[src/rtl/opfetch_pkg.sv]
package opfetch_pkg;

  localparam logic [2:0] MD_IMM  = 3'd0;
  localparam logic [2:0] MD_DIR  = 3'd1;
  localparam logic [2:0] MD_RIND = 3'd2;
  localparam logic [2:0] MD_BASE = 3'd3;
  localparam logic [2:0] MD_JMP  = 3'd4;
  localparam logic [2:0] MD_JCS  = 3'd5;

  typedef enum logic [1:0] {
    ST_IDLE  = 2'd0,
    ST_TRAIL = 2'd1,
    ST_OPER  = 2'd2,
    ST_DONE  = 2'd3
  } seqState_t;

  typedef enum logic [1:0] {
    AS_TRAILER = 2'd0,
    AS_BASE    = 2'd1,
    AS_EA      = 2'd2
  } addrSel_t;

  typedef struct packed {
    logic     latch;
    logic     markIllegal;
    logic     takeTrailer;
    logic     takeOperand;
    logic     memRd;
    addrSel_t addrSel;
  } dpCtrl_t;

  function automatic logic modeLegal(input logic [2:0] m);
    return m <= MD_JCS;
  endfunction

  function automatic logic modeHasTrailer(input logic [2:0] m);
    return m != MD_RIND && modeLegal(m);
  endfunction

  function automatic logic modeReadsOperand(input logic [2:0] m);
    return m == MD_DIR || m == MD_BASE;
  endfunction

endpackage

[src/rtl/opfetch_ctrl.sv]
module opfetch_ctrl
  import opfetch_pkg::*;
(
  input  logic       clk,
  input  logic       rstN,
  input  logic       start,
  input  logic [2:0] modeIn,
  input  logic [2:0] curMode,
  output dpCtrl_t    ctrl,
  output logic       done
);

  seqState_t state, stateNext;

  always_ff @(posedge clk) begin
    if (!rstN) state <= ST_IDLE;
    else       state <= stateNext;
  end

  always_comb begin
    stateNext    = state;
    ctrl         = '0;
    ctrl.addrSel = AS_TRAILER;
    done         = 1'b0;
    unique case (state)
      ST_IDLE: begin
        if (start) begin
          ctrl.latch = 1'b1;
          if (!modeLegal(modeIn)) begin
            ctrl.markIllegal = 1'b1;
            stateNext        = ST_DONE;
          end else if (modeHasTrailer(modeIn)) begin
            ctrl.memRd   = 1'b1;
            ctrl.addrSel = AS_TRAILER;
            stateNext    = ST_TRAIL;
          end else begin
            ctrl.memRd   = 1'b1;
            ctrl.addrSel = AS_BASE;
            stateNext    = ST_OPER;
          end
        end
      end
      ST_TRAIL: begin
        ctrl.takeTrailer = 1'b1;
        if (modeReadsOperand(curMode)) begin
          ctrl.memRd   = 1'b1;
          ctrl.addrSel = AS_EA;
          stateNext    = ST_OPER;
        end else begin
          stateNext = ST_DONE;
        end
      end
      ST_OPER: begin
        ctrl.takeOperand = 1'b1;
        stateNext        = ST_DONE;
      end
      ST_DONE: begin
        done      = 1'b1;
        stateNext = ST_IDLE;
      end
      default: stateNext = ST_IDLE;
    endcase
  end

endmodule

[src/rtl/opfetch_dp.sv]
module opfetch_dp
  import opfetch_pkg::*;
#(
  parameter int W = 16
) (
  input  logic         clk,
  input  logic         rstN,
  input  dpCtrl_t      ctrl,
  input  logic [2:0]   modeIn,
  input  logic [W-1:0] instrIn,
  input  logic [W-1:0] baseIn,
  input  logic         carryIn,
  input  logic [W-1:0] memRdata,
  output logic [W-1:0] memAddr,
  output logic [2:0]   curMode,
  output logic [W-1:0] operand,
  output logic [W-1:0] effAddr,
  output logic [1:0]   instrLen,
  output logic [W-1:0] nextPc,
  output logic         illegal
);

  localparam logic [W-1:0] ONE = W'(1);
  localparam logic [W-1:0] TWO = W'(2);

  logic [2:0]   modeQ;
  logic [W-1:0] pcQ, baseQ;
  logic         carryQ;
  logic [W-1:0] eaFromTrailer, jumpTarget;

  assign curMode       = modeQ;
  assign eaFromTrailer = (modeQ == MD_DIR) ? memRdata : baseQ + memRdata;
  assign jumpTarget    = pcQ + TWO + memRdata;

  always_comb begin
    unique case (ctrl.addrSel)
      AS_BASE: memAddr = baseIn;
      AS_EA:   memAddr = eaFromTrailer;
      default: memAddr = instrIn + ONE;
    endcase
  end

  always_ff @(posedge clk) begin
    if (!rstN) begin
      modeQ    <= '0;
      pcQ      <= '0;
      baseQ    <= '0;
      carryQ   <= 1'b0;
      operand  <= '0;
      effAddr  <= '0;
      instrLen <= 2'd0;
      nextPc   <= '0;
      illegal  <= 1'b0;
    end else begin
      if (ctrl.latch) begin
        modeQ   <= modeIn;
        pcQ     <= instrIn;
        baseQ   <= baseIn;
        carryQ  <= carryIn;
        illegal <= 1'b0;
      end
      if (ctrl.markIllegal) begin
        operand  <= '0;
        effAddr  <= '0;
        instrLen <= 2'd1;
        nextPc   <= instrIn + ONE;
        illegal  <= 1'b1;
      end
      if (ctrl.takeTrailer) begin
        instrLen <= 2'd2;
        unique case (modeQ)
          MD_IMM: begin
            operand <= memRdata;
            effAddr <= pcQ + ONE;
            nextPc  <= pcQ + TWO;
          end
          MD_JMP: begin
            operand <= '0;
            effAddr <= jumpTarget;
            nextPc  <= jumpTarget;
          end
          MD_JCS: begin
            operand <= '0;
            effAddr <= jumpTarget;
            nextPc  <= carryQ ? jumpTarget : pcQ + TWO;
          end
          default: begin
            effAddr <= eaFromTrailer;
            nextPc  <= pcQ + TWO;
          end
        endcase
      end
      if (ctrl.takeOperand) begin
        operand <= memRdata;
        if (modeQ == MD_RIND) begin
          effAddr  <= baseQ;
          instrLen <= 2'd1;
          nextPc   <= pcQ + ONE;
        end
      end
    end
  end

endmodule

[src/rtl/opfetch_top.sv]
module opfetch_top
  import opfetch_pkg::*;
#(
  parameter int W = 16
) (
  input  logic         clk,
  input  logic         rstN,
  input  logic         start,
  input  logic [2:0]   mode,
  input  logic [W-1:0] instrAddr,
  input  logic [W-1:0] baseReg,
  input  logic         carry,
  output logic [W-1:0] memAddr,
  output logic         memRd,
  input  logic [W-1:0] memRdata,
  output logic         done,
  output logic [W-1:0] operand,
  output logic [W-1:0] effAddr,
  output logic [1:0]   instrLen,
  output logic [W-1:0] nextPc,
  output logic         illegal
);

  dpCtrl_t    ctrl;
  logic [2:0] curMode;

  assign memRd = ctrl.memRd;

  opfetch_ctrl u_ctrl (
    .clk     (clk),
    .rstN    (rstN),
    .start   (start),
    .modeIn  (mode),
    .curMode (curMode),
    .ctrl    (ctrl),
    .done    (done)
  );

  opfetch_dp #(.W(W)) u_dp (
    .clk      (clk),
    .rstN     (rstN),
    .ctrl     (ctrl),
    .modeIn   (mode),
    .instrIn  (instrAddr),
    .baseIn   (baseReg),
    .carryIn  (carry),
    .memRdata (memRdata),
    .memAddr  (memAddr),
    .curMode  (curMode),
    .operand  (operand),
    .effAddr  (effAddr),
    .instrLen (instrLen),
    .nextPc   (nextPc),
    .illegal  (illegal)
  );

endmodule

[config.mk]
export PLATFORM = sky130hd
export DESIGN_NAME = opfetch_top
export DESIGN_NICKNAME = d
export VERILOG_FILES = /design/src/rtl/opfetch_pkg.sv /design/src/rtl/opfetch_ctrl.sv /design/src/rtl/opfetch_dp.sv /design/src/rtl/opfetch_top.sv
export SDC_FILE = /design/constraint.sdc
export NUM_CORES = 1
export LEC_CHECK = 0
export CAP_MARGIN = 20
export CORE_MARGIN = 4
export CORE_UTILIZATION = 30
export DETAILED_ROUTE_END_ITERATION = 16
export PLACE_DENSITY = 0.53
export SYNTH_ARGS = -nofsm -noshare
export SYNTH_HDL_FRONTEND = slang
export SYNTH_SLANG_ARGS = --single-unit
[constraint.sdc]
create_clock -name clk -period 4 [get_ports clk]
set_input_delay 0.4 -clock clk [delete_from_list [all_inputs] [get_ports clk]]
set_output_delay 0.4 -clock clk [all_outputs]
set_load 0.005 [all_outputs]
Yosys cells after proc, flatten, opt, wreduce, memory -nomap -nowiden
Index checks and enable logic that the tools add are counted.
Word-level totals
  register bits after elaboration: 89
  input port bits: 55
  output and inout port bits: 69
  word-level logic and storage cells: 73
Operators by class
  $add $sub $neg: 5
  magnitude comparators: 1
  equality and inequality tests: 12
  mux-type cells: 39
  reduce and logical (&&, ||, !) cells: 6
Operators by type and width (number)
  $mux W16: 13
  $pmux W16 S2: 4
  $add A16 B1 Y16 const B: 2
  $add A16 B16 Y16: 2
  $mux W2: 9
  $add A16 B2 Y16 const B: 1
  $mux W3: 3
  $mux W1: 8
  $pmux W2 S4: 1
  $eq A2 B2 Y1 const B: 3
  $eq A3 B2 Y1 const B: 2
  $eq A3 B3 Y1 const B: 2
  $pmux W3 S2: 1
  $eq A2 B1 Y1 const B: 2
  $eq A3 B1 Y1 const B: 1
  $le A3 B3 Y1 const B: 1
  $logic_not A3 Y1: 1
  $ne A3 B2 Y1 const B: 1
  $logic_not A2 Y1: 1
  $ne A2 B2 Y1 const B: 1
  $reduce_bool A2 Y1: 1
  $reduce_or A2 Y1: 1
  $logic_and A1 B1 Y1: 1
  $logic_or A1 B1 Y1: 1

Depth between registers and ports, before layout
  depth in word-level cells: 8
  mapped depth: 15
  gate-level depth less buffers: 14

Cells and area by module
From an unflattened synthesis, not the netlist that was laid out.
Unflattened totals
  cells, all modules: 894
  area, all modules: 7093.1 um^2
By module, submodules not included
  opfetch_dp: instances 1, cells an instance 865, area each 6870.3 um^2, sequential area each 1741.7 um^2
  opfetch_ctrl: instances 1, cells an instance 29, area each 222.7 um^2, sequential area each 40.0 um^2

Worst setup path after synthesis
OpenSTA, ideal clock, no wires.
  path type: register -> register
  start: register u_dp.pcQ[1]
  end: register u_dp.nextPc[15]
  library setup time: 136 ps
  arrival: 3047 ps
  required time: 3864 ps
  slack: 817 ps
  stages on the path, launching flop included: 13
  buffers on the path: 0
  period minus slack after synthesis: 3183 ps
  cells stage by stage: dfxtp_1 -> ha_1 -> nand3_1 -> xnor2_1 -> ha_1 -> o21a_1 -> or2_2 -> a311o_2 -> a21oi_4 -> o21ai_2 -> a221o_1 -> o211ai_1 -> a31oi_1
On the way
  cells in the longest elaborated chain, start to end: 7
  elaborated cells between the ends (all ways): 8
  classes of those cells: 3 x add/sub; 5 x mux
Ends and longest elaborated chain
  from (decl): line opfetch_dp.sv:27  | logic [W-1:0] pcQ, baseQ;
  from (signal assigned): line opfetch_dp.sv:57  | pcQ <= instrIn;
  $add A16 B2 Y16
  $add A16 B16 Y16: line opfetch_dp.sv:33  | assign jumpTarget = pcQ + TWO + memRdata;
  $mux W16: line opfetch_dp.sv:85  | nextPc <= carryQ ? jumpTarget : pcQ + TWO;
  $pmux W16 S2: line opfetch_dp.sv:71  | unique case (modeQ)
  $mux W16: line opfetch_dp.sv:69  | if (ctrl.takeTrailer) begin
  $mux W16: line opfetch_dp.sv:95  | if (modeQ == MD_RIND) begin
  $mux W16 (*): line opfetch_dp.sv:93  | if (ctrl.takeOperand) begin
  to (signal assigned): line opfetch_dp.sv:66  | nextPc <= instrIn + ONE;
  to (signal assigned): line opfetch_dp.sv:75  | nextPc <= pcQ + TWO;
  to (signal assigned): line opfetch_dp.sv:98  | nextPc <= pcQ + ONE;
  to (decl): line opfetch_dp.sv:19  | output logic [W-1:0] nextPc,
Mark *: on every way between the ends. The rest lies on a longest branch, timed or not.
A chain may end at the register's enable or synchronous reset.

Final worst setup path
  start: input memRdata[0]
  end: output memAddr[9]
On the way
  cells in the longest elaborated chain, start to end: 3
Ends and longest elaborated chain
  from (decl): line opfetch_top.sv:15  | input logic [W-1:0] memRdata,
  $add A16 B16 Y16: line opfetch_dp.sv:32  | assign eaFromTrailer = (modeQ == MD_DIR) ? memRdata : baseQ + memRdata;
  $mux W16: line opfetch_dp.sv:32
  $pmux W16 S2: line opfetch_dp.sv:36  | unique case (ctrl.addrSel)
  to (decl): line opfetch_top.sv:13  | output logic [W-1:0] memAddr,
Every way passes these cells.

==> results.cfg <==
[synth]
synthCells = 911
synthArstFlopShare_pct = 0
synth_nets = 1010
yosysTopAreaCellShare_pct = 25.7
ys.flop_type = dfxtp_1
synth_area_leaders = dfxtp_1, nand2_1, ha_1
synth_edf_count = 0
yosys.area.top_type = dfxtp_1
synthDistinctLibCells = 72
ys_ff_latch = 89
yosys-top-cells-count = nand2_1, dfxtp_1, nor2_1
synth_most_common_cell = nand2_1
synth_area_mm2 = 0.00693
yosysWarnings = 0
yosysSeqAreaShare_pct = 25.7
syn_avg_cell_area_um2 = 7.61

[global_routing]
grt_overflow = 0
grt_max_degree = 48
grt_pass1_wl_um = 42500
grt_usage_pct = 21.3
grt_pass1_vias = 7209
antenna_found_initial = 0

[die]
num_rows = 55
dieArea_mm2 = 0.0256
die_w_um = 160
start_util_pct = 30.5
core-area_mm2 = 0.0227
ioPinCount = 124
dieHeight_um = 160

[layout]
syn_to_final_growth_pct = 31.1
finalNetCount = 1146
n_antenna_cell = 0
drive_gt1_share_pct = 9.90
fillers = 2378
final_cells = 1336
final_cell_area_mm2 = 0.00909

[timing]
fmax_mhz = 254
rsz0062_at_grt = false
fin_ws_ns = 0.0645
fin_skew_ns = 0.00548
maxSlewHeadroom_pct = 37.1
period_needed_ns = 3.94
tns_ns = 0
finalMaxSlewViolations = 0
tightestPinTransition_ns = 0.943
fin_crit_sh_pct = 98.4
hold_viol = 0
setup_violations = 0

[clocking]
clockBufferDepth = 2
cts_sinks = 89
clockRootBuffer = clkbuf_16
postCtsHoldBufs = 0
clkTransAtPathRegs_ns = 0.06
cts_buffers = 9
cts_max_level = 3
clk_latency_ns = 0.36
cts_tree = built

[min_path]
min_delay_path_depth = 2
hold_start = u_dp.instrLen[1]
hp-class = reg -> reg

[outcome]
status = finished, final reports clean

[pwr]
combinationalPowerShare_pct = 54.5
p_clk_share_pct = 18.3
power.share.sequential_pct = 27.2
leakage_nw = 3.58
total_power_mw = 4.89
p_int_mw = 2.83
ir_drop_v = 0.000326
switching_share_pct = 42.3
powerDensity_mw_per_mm2 = 539
switchingPower_mw = 2.07

[setup_path]
start_kind = primary input
crit_fanout = 3
crit_required_ns = 3.60
worst-endpoint-arrival_ns = 3.54
reg2reg_from = u_dp.pcQ[1]
setup.worst_path.start = memRdata[0]
r2r_cells = 14
criticalPathCategory = in -> out
crit_path_end_kind = primary output

[route]
dr.pass1.iters = 5
remaining_drc_errors = 0
dr.first_iter.drc_count = 581
wl_per_cell_um = 20.9
routed_wirelength_um = 28000
vias_per_cell = 5.53
vias = 7393
ant_nets = 0

[placed_design]
place_area_mm2 = 0.00874
place_inst = 1319
numPortBuffers = 123
hpwl_um = 21800
dp_slack_ns = -0.126
gp_congestion = 0.948

[flow_run]
cap_violations = 0
## stage by stage
stage          hold WS [ns]  utilization [%]
2_1_floorplan         0.457                -
3_3_place_gp          0.467             38.5
3_5_place_dp          0.481             38.5
4_1_cts               0.495             39.9
5_1_grt               0.516             40.0
6_report              0.493             40.0
## layer usage
layer	wire length (um)	part of all wire, %	track usage (%)	up-vias
met2	13000	46	35.2	215
met3	1330	4.8	3.87	45
met4	802	2.9	6.41	0
met5	0	0	0	-
li1	-	-	-	3584
met1	12800	46	28.3	3549
## registers in the layout (all words and copies together) (netlist names)
signal	cells
u_ctrl.state	2
u_dp.baseQ	16
u_dp.carryQ	1
u_dp.curMode	3
u_dp.effAddr	16
u_dp.illegal	1
u_dp.instrLen	2
u_dp.nextPc	16
u_dp.operand	16
u_dp.pcQ	16
## area by class of cell
| cell class | instances | area, um2 | share of cell area [%] |
|---|---|---|---|
| inverters | 15 | 56.3 | 0.620 |
| repair buffers | 186 | 1710 | 18.8 |
| clock inverters | 2 | 37.5 | 0.413 |
| multi-input cells | 746 | 4890 | 53.8 |
| flip-flops and latches | 89 | 1780 | 19.6 |
| clock buffers | 13 | 260 | 2.86 |
| well taps | 285 | 357 | 3.92 |
## power groups by stage
stage / logic (mW) / registers, mW / clock network, mW
3_3_place_gp: 2.62 / 1.35 / 0
6_report: 2.67 / 1.33 / 0.896
5_1_grt: 2.92 / 1.36 / 0.948
3_5_place_dp: 2.62 / 1.35 / 0
4_1_cts: 2.65 / 1.33 / 0.904
2_1_floorplan: 1.54 / 1.27 / 0
## logic make-up after synthesis
| group | after synthesis | share of synthesized area, % |
|---|---|---|
| xor+xnor | 65 | 8.21 |
| mux | 9 | 1.39 |
| compound gates | 297 | 30.2 |
| fa+ha+maj | 44 | 8.16 |
| buf+inv | 76 | 4.24 |
| simple gates | 331 | 22.1 |
| flops | 89 | 25.7 |
## critical path: stages
cell	delay (ns)
clkdlybuf4s50_1	0.47
ha_1	0.28
a211oi_2	0.27
o211ai_1	0.19
buf_4	0.18
a21oi_1	0.29
o21bai_1	0.12
xnor2_1	0.13
o21ai_0	0.11
a221oi_1	0.51
a21oi_1	0.11
clkdlybuf4s50_1	0.48
## timing repair
action | in CTS | in global routing
pin swaps | 4 | 6
buffers inserted | 1 | 0
cloned | 0 | 0
gates resized for setup | 3 | 8
setup endpoints to repair | 3 | 8
## cells in the final DEF, fill, tap and decap left out, types with 16 or more instances in the layout
cell / count
nand2_1: 156
a221oi_1: 19
dfxtp_1: 89
clkdlybuf4s50_1: 119
o21ai_0: 46
a22oi_1: 23
nor2_1: 57
nor2b_1: 23
nand3_1: 16
xnor2_1: 42
a21boi_0: 40
buf_4: 63
o211ai_1: 17
xor2_1: 23
a21oi_1: 49
ha_1: 42
## path summary, 6_finish.rpt
check / end / slack [ns]
worst max register to register: u_dp.effAddr[14] / 0.33
worst max-delay path: memAddr[9] / 0.06
worst min-delay path: u_dp.instrLen[1] / 0.49
worst min register to register: u_dp.instrLen[1] / 0.49
Note: power is estimated with default switching activity, not from simulation.
